==> config.mk <==
export PLATFORM = sky130hd
export DESIGN_NAME = exact_fp_mult
export DESIGN_NICKNAME = d
export VERILOG_FILES = /design/src/rtl/exact_fp_mult.sv
export SDC_FILE = /design/constraint.sdc
export NUM_CORES = 2
export LEC_CHECK = 0
export BUFFER_PORTS_ARGS = -buffer_cell sky130_fd_sc_hd__buf_4
export CAP_MARGIN = 40
export CORE_MARGIN = 1.5
export CORE_UTILIZATION = 45
export CTS_CLUSTER_SIZE = 40
export DETAILED_ROUTE_END_ITERATION = 8
export PLACE_DENSITY = 0.75
export SLEW_MARGIN = 30
export SYNTH_ARGS = -nofsm -noshare
export SYNTH_HDL_FRONTEND = slang
export SYNTH_SLANG_ARGS = --single-unit
==> constraint.sdc <==
create_clock -name clk -period 6.4 [get_ports clk]
set_input_delay 0.96 -clock clk [delete_from_list [all_inputs] [get_ports clk]]
set_output_delay 0.96 -clock clk [all_outputs]
set_load 0.01 [all_outputs]
==> src/rtl/exact_fp_mult.sv <==
module exact_fp_mult #(
  parameter int EXP_W  = 8,
  parameter int FRAC_W = 23
) (
  input  logic                       clk,
  input  logic                       rst_n,
  input  logic                       in_valid,
  input  logic [EXP_W+FRAC_W:0]      op_a,
  input  logic [EXP_W+FRAC_W:0]      op_b,
  output logic                       out_valid,
  output logic                       out_sign,
  output logic [EXP_W:0]             out_exp,
  output logic [2*FRAC_W+1:0]        out_mant,
  output logic                       out_zero,
  output logic                       out_special
);

  localparam int MW       = FRAC_W + 1;
  localparam int PW       = 2 * MW;
  localparam int XW       = EXP_W + 1;
  localparam int BIAS_IN  = (1 << (EXP_W - 1)) - 1;
  localparam int BIAS_OUT = (1 << EXP_W) - 1;
  localparam logic [XW-1:0] EXP_OFS = XW'(BIAS_OUT - 2 * BIAS_IN);

  // field positions
  logic [EXP_W-1:0] ea, eb;
  logic             za, zb;
  logic             sign_c, zero_c;

  assign ea     = op_a[EXP_W+FRAC_W-1:FRAC_W];
  assign eb     = op_b[EXP_W+FRAC_W-1:FRAC_W];
  assign za     = (ea == '0);
  assign zb     = (eb == '0);
  assign zero_c = za | zb;
  assign sign_c = op_a[EXP_W+FRAC_W] ^ op_b[EXP_W+FRAC_W];

  logic          s1_v, s1_sign, s1_zero, s1_spec;
  logic [XW-1:0] s1_exp;
  logic [MW-1:0] s1_ma, s1_mb;

  always_ff @(posedge clk) begin
    if (!rst_n) begin
      s1_v    <= 1'b0;
      s1_sign <= 1'b0;
      s1_zero <= 1'b0;
      s1_spec <= 1'b0;
      s1_exp  <= '0;
      s1_ma   <= '0;
      s1_mb   <= '0;
    end else begin
      s1_v    <= in_valid;
      s1_sign <= sign_c;
      s1_zero <= zero_c;
      s1_spec <= (&ea) | (&eb);
      s1_exp  <= zero_c ? '0 : XW'(ea) + XW'(eb) + EXP_OFS;
      s1_ma   <= za ? '0 : {1'b1, op_a[FRAC_W-1:0]};
      s1_mb   <= zb ? '0 : {1'b1, op_b[FRAC_W-1:0]};
    end
  end

  always_ff @(posedge clk) begin
    if (!rst_n) begin
      out_valid   <= 1'b0;
      out_sign    <= 1'b0;
      out_exp     <= '0;
      out_mant    <= '0;
      out_zero    <= 1'b0;
      out_special <= 1'b0;
    end else begin
      out_valid   <= s1_v;
      out_sign    <= s1_sign;
      out_exp     <= s1_exp;
      out_mant    <= PW'(s1_ma) * PW'(s1_mb);
      out_zero    <= s1_zero;
      out_special <= s1_spec;
    end
  end

  AST_VALID_RISE: assert property (@(posedge clk) disable iff (!rst_n) in_valid |-> ##2 out_valid);
  AST_VALID_FALL: assert property (@(posedge clk) disable iff (!rst_n) !in_valid |-> ##2 !out_valid);
  AST_MANT_LEAD: assert property (@(posedge clk) disable iff (!rst_n) (out_valid && !out_zero) |-> (out_mant[PW-1:PW-2] != 2'b00));
  AST_EXP_RANGE: assert property (@(posedge clk) disable iff (!rst_n) (out_valid && !out_zero && !out_special) |-> (out_exp != '0 && out_exp != '1));
  AST_SIGN_XOR: assert property (@(posedge clk) disable iff (!rst_n) in_valid |-> ##2 (out_sign == $past(op_a[EXP_W+FRAC_W] ^ op_b[EXP_W+FRAC_W], 2)));
  AST_ZERO_OUT: assert property (@(posedge clk) disable iff (!rst_n) (out_valid && out_zero) |-> (out_mant == '0 && out_exp == '0));

endmodule

==> results.py <==
metrics = {
    "timing": {
        "highest_clock_frequency_the_design_can_meet_ghz": 0.154,
        "slew_violations": 0,
        "final_period_minus_worst_setup_slack_ns": 6.48,
        "worst_slew_margin_rel_pct": 54.6,
        "setup_viols_final": 5,
        "rsz0062_at_grt": "true",
        "final.setup.worst_slack_ns": -0.0792,
        "timing_worst_slew_pin_value_ns": 0.674,
        "layout_worst_path_cycle_share_pct": 101,
        "timing.hold.ws_ns": 0.433,
        "final-hold-violation-count": 0,
        "finalClockSkew_ns": 0.0150,
    },
    "placed_design": {
        "place_area_mm2": 0.0263,
        "dpl.hpwl_mm": 52.2,
        "place.port_buffers": 127,
        "place_worst_setup_slack_ns": -0.370,
        "dp.cells": 3455,
        "gp_routability_congestion": 0.938,
    },
    "floorplanning": {
        "floorplan.io_pins": 128,
        "dieHeight_um": 229,
        "dieArea_mm2": 0.0523,
        "die_w_um": 229,
        "initial_utilization_pct": 45.6,
        "floorplan.core_area_mm2": 0.0503,
        "fp-row-count": 82,
    },
    "hold_path": {
        "hold_class": "register to register",
    },
    "clock_tree": {
        "insertion_delay_ns": 0.47,
        "bufs_on_longest_clock_path": 2,
        "path_clk_slew_ns": 0.07,
        "clock_tree.root_cell": "sky130_fd_sc_hd__clkbuf_16",
        "cts_tree": "built",
        "cts_sinks": 122,
        "ctsHtreeMaxLevel": 4,
        "cts_hold_buffers": 0,
        "cts_buf_count": 17,
    },
    "synthesis": {
        "synth_edf_count": 0,
        "synthArstFlopShare_pct": 0,
        "post_synthesis_average_cell_area_um2": 8.97,
        "netlist_area_mm2": 0.0229,
        "compound_gate_portion_of_the_synthesized_area_pct": 5.25,
        "synth_simple_gate_area_share_pct": 19.3,
        "register_area_share_after_synthesis_pct": 10.7,
        "netlist_instances": 2557,
        "synthMuxAreaShare_pct": 0.447,
        "postSynthNetCount": 3289,
        "synth.yosys.warnings": 0,
        "synth_xor_xnor_area_share_pct": 1.03,
        "combinational_family_with_the_most_area_after_synthesis": "adder cells",
        "synth_seq_cells": 122,
        "yosysUniqueCellTypes": 63,
        "postSynth.topFlopCell": "sky130_fd_sc_hd__dfxtp_1",
        "synthAdderAreaFrac_pct": 52.1,
    },
    "setup_path": {
        "worst-endpoint-required_ns": 6.79,
        "crit_top_cell": "sky130_fd_sc_hd__fa_1",
        "critical-path-slowest-cell": "sky130_fd_sc_hd__dfxtp_1",
        "timing_worst_setup_path_type": "register to register",
        "endpoint_kind": "register",
        "critical_path.cell_chain": "nand2_1, fa_1, fa_1, inv_2, fa_1, fa_1, fa_2, fa_1, inv_2, fa_1, inv_2, ha_4, buf_6, nand2_4, buf_6, a211o_1, and2_4, a211oi_4, buf_6, nor2_4, o311ai_2",
        "worst_setup_path_start_kind": "register",
        "critical_path_peak_fanout": 11,
        "critical_path_arrival_ns": 6.87,
        "slowest_delay_ns": 0.68,
    },
    "grt": {
        "overall_global_routing_resource_usage_pct": 24.9,
        "via_count_of_the_first_global_routing_pass": 19668,
        "grt_first_pass_wirelength_mm": 103,
        "maximum_number_of_pins_on_one_net_before_global_route_repair": 53,
        "globalRouteOverflowTotal": 0,
        "antenna_found_initial": 0,
    },
    "final_layout": {
        "fin_util_pct": 56.1,
        "fillerInstances": 4302,
        "area_delta_synth_final_pct": 23.1,
        "finish.instance_area_mm2": 0.0282,
        "final_layout_size_suffix_gt1_share_pct": 21.6,
        "post_route_non_filler_standard_cell_count": 3530,
        "num-nets-final": 3576,
    },
    "drt": {
        "viasPerCell": 5.20,
        "vias": 18341,
        "antenna_violating_nets_post_route": 0,
        "drc_errors_left": 0,
        "detail_route.wirelength_mm": 64.7,
        "first_pass_iters": 5,
        "drt-wirelength-per-cell_um": 18.3,
        "detail_route.iter0.violations": 1231,
    },
    "pwr": {
        "ir_worst_vdd_mv": 0.323,
        "p_leak_nw": 14.0,
        "power-per-cell-area_mw_per_mm2": 297,
    },
    "job": {
        "maxCapViolations": 0,
    },
    "status": {
        "status": "complete, but fails checks",
        "failed_checks": "negative setup slack",
    },
}
-- stage by stage --
step	TNS (ns)	power, mW
floorplan	0	3.94
global placement	-4.94	6.30
detailed placement	-5.60	6.34
CTS	-0.0250	7.59
global route	-1.56	9.03
finish	-0.255	8.40
-- layout make-up --
type	instances	area [um2]	share of cell area, %
repair buffers	395	3530	12.5
diodes	1	2.50	0.00887
inverters	557	2090	7.41
clock inverters	13	111	0.395
well taps	672	841	2.98
clock buffers	19	443	1.57
flip-flops and latches	122	2530	8.97
multi-input cells	1751	18700	66.1
-- power breakdown --
group / switching, mW / internal, mW
clock network: 0.438 / 0.514
logic: 3.47 / 3.00
registers: 0.0723 / 0.896
total: 3.98 / 4.41
-- layer usage --
metal | up-vias | GRT usage, % | share of wire (%)
met5 | - | 0 | 0
met4 | 0 | 9.11 | 3.7
met3 | 155 | 3.95 | 7.1
met2 | 762 | 41.5 | 48
met1 | 9260 | 32.9 | 41
li1 | 8164 | - | -
-- registers in the layout, indices dropped and copies added, names as in the netlist --
signal / count
s1_mb: 24
out_zero: 1
out_mant: 48
out_sign: 1
s1_ma: 24
out_valid: 1
s1_v: 1
s1_sign: 1
out_exp: 9
out_special: 1
s1_spec: 1
s1_exp: 9
s1_zero: 1
-- placed cells by master (no fill, tap or decap), drive strengths merged, types with 8 or more instances in the layout --
master / Yosys / final
ha: 182 / 182
nor3: 18 / 18
dfxtp: 122 / 122
xnor2: 19 / 19
and3: 15 / 15
o211ai: 9 / 9
mux2i: 8 / 8
fa: 483 / 483
nand3: 16 / 16
nand2b: 14 / 14
nand4: 16 / 16
a21oi: 60 / 60
buf: 4 / 390
and2: 370 / 370
o21a: 16 / 16
o21ai: 40 / 40
nor4: 8 / 8
nor2: 43 / 43
nand2: 342 / 342
inv: 556 / 561
xor2: 8 / 8
clkbuf: 123 / 24
a21o: 17 / 17
-- critical path, delay by kind of cell, from the launching register on --
family / cells / cell delay (ns)
adder cells (fa/ha/maj): 8 / 4.01
AO/OA/AOI/OAI: 3 / 0.75
flip-flops: 1 / 0.68
buffers and inverters: 6 / 0.52
AND/OR/NAND/NOR: 4 / 0.42
-- worst paths after layout --
check	startpoint	to	cells after the start	slack, ns
worst max-delay path	s1_ma[2]$_SDFF_PP0_	out_mant[45]$_SDFF_PN0_	21	-0.08
worst min-delay path	s1_exp[1]$_SDFF_PP0_	out_exp[1]$_SDFF_PN0_	1	0.43
worst max register to register	s1_ma[2]$_SDFF_PP0_	out_mant[45]$_SDFF_PN0_	21	-0.08
worst min register to register	s1_exp[1]$_SDFF_PP0_	out_exp[1]$_SDFF_PN0_	1	0.43
-- timing repair --
item                                    CTS  global route
endpoints found under the setup margin   28            27
gates cloned                              0             5
pin swaps                                39            85
resized for setup                       112           146
buffers inserted                         16            26
-- cells in the mapped netlist, types with 3 or more instances --
master	n	share of area [%]
sky130_fd_sc_hd__and3_1	15	0.41
sky130_fd_sc_hd__or3_1	3	0.082
sky130_fd_sc_hd__o21bai_1	4	0.13
sky130_fd_sc_hd__xnor2_1	19	0.73
sky130_fd_sc_hd__fa_1	483	42
sky130_fd_sc_hd__nand2_1	342	5.6
sky130_fd_sc_hd__a211o_1	3	0.11
sky130_fd_sc_hd__nor3b_1	5	0.16
sky130_fd_sc_hd__a21oi_1	60	1.3
sky130_fd_sc_hd__o211ai_1	9	0.29
sky130_fd_sc_hd__o21a_1	16	0.52
sky130_fd_sc_hd__and4_1	3	0.11
sky130_fd_sc_hd__o21ai_0	38	0.83
sky130_fd_sc_hd__nor2_1	43	0.70
sky130_fd_sc_hd__and2_1	370	10
sky130_fd_sc_hd__nand4_1	16	0.44
sky130_fd_sc_hd__ha_1	182	9.9
sky130_fd_sc_hd__buf_2	3	0.065
sky130_fd_sc_hd__inv_1	556	9.1
sky130_fd_sc_hd__xor2_1	8	0.31
sky130_fd_sc_hd__nor4_1	8	0.22
sky130_fd_sc_hd__clkbuf_1	121	2.0
sky130_fd_sc_hd__a21boi_0	4	0.13
sky130_fd_sc_hd__nor3_1	18	0.39
sky130_fd_sc_hd__o311ai_1	3	0.11
sky130_fd_sc_hd__a211oi_1	4	0.13
sky130_fd_sc_hd__nor2b_1	3	0.082
sky130_fd_sc_hd__mux2i_1	8	0.35
sky130_fd_sc_hd__nand2b_1	14	0.38
sky130_fd_sc_hd__nand3_1	16	0.35
sky130_fd_sc_hd__a21o_1	16	0.52
sky130_fd_sc_hd__dfxtp_1	122	11
-- cell families after synthesis --
family / Yosys count
buffers and inverters: 684
xor gates and xnor gates: 27
DFF: 122
and+or+nand+nor: 864
muxes: 10
AOI/OAI and AO/OA: 185
adders and majority gates: 665
Power figures use the tool's default switching activity.
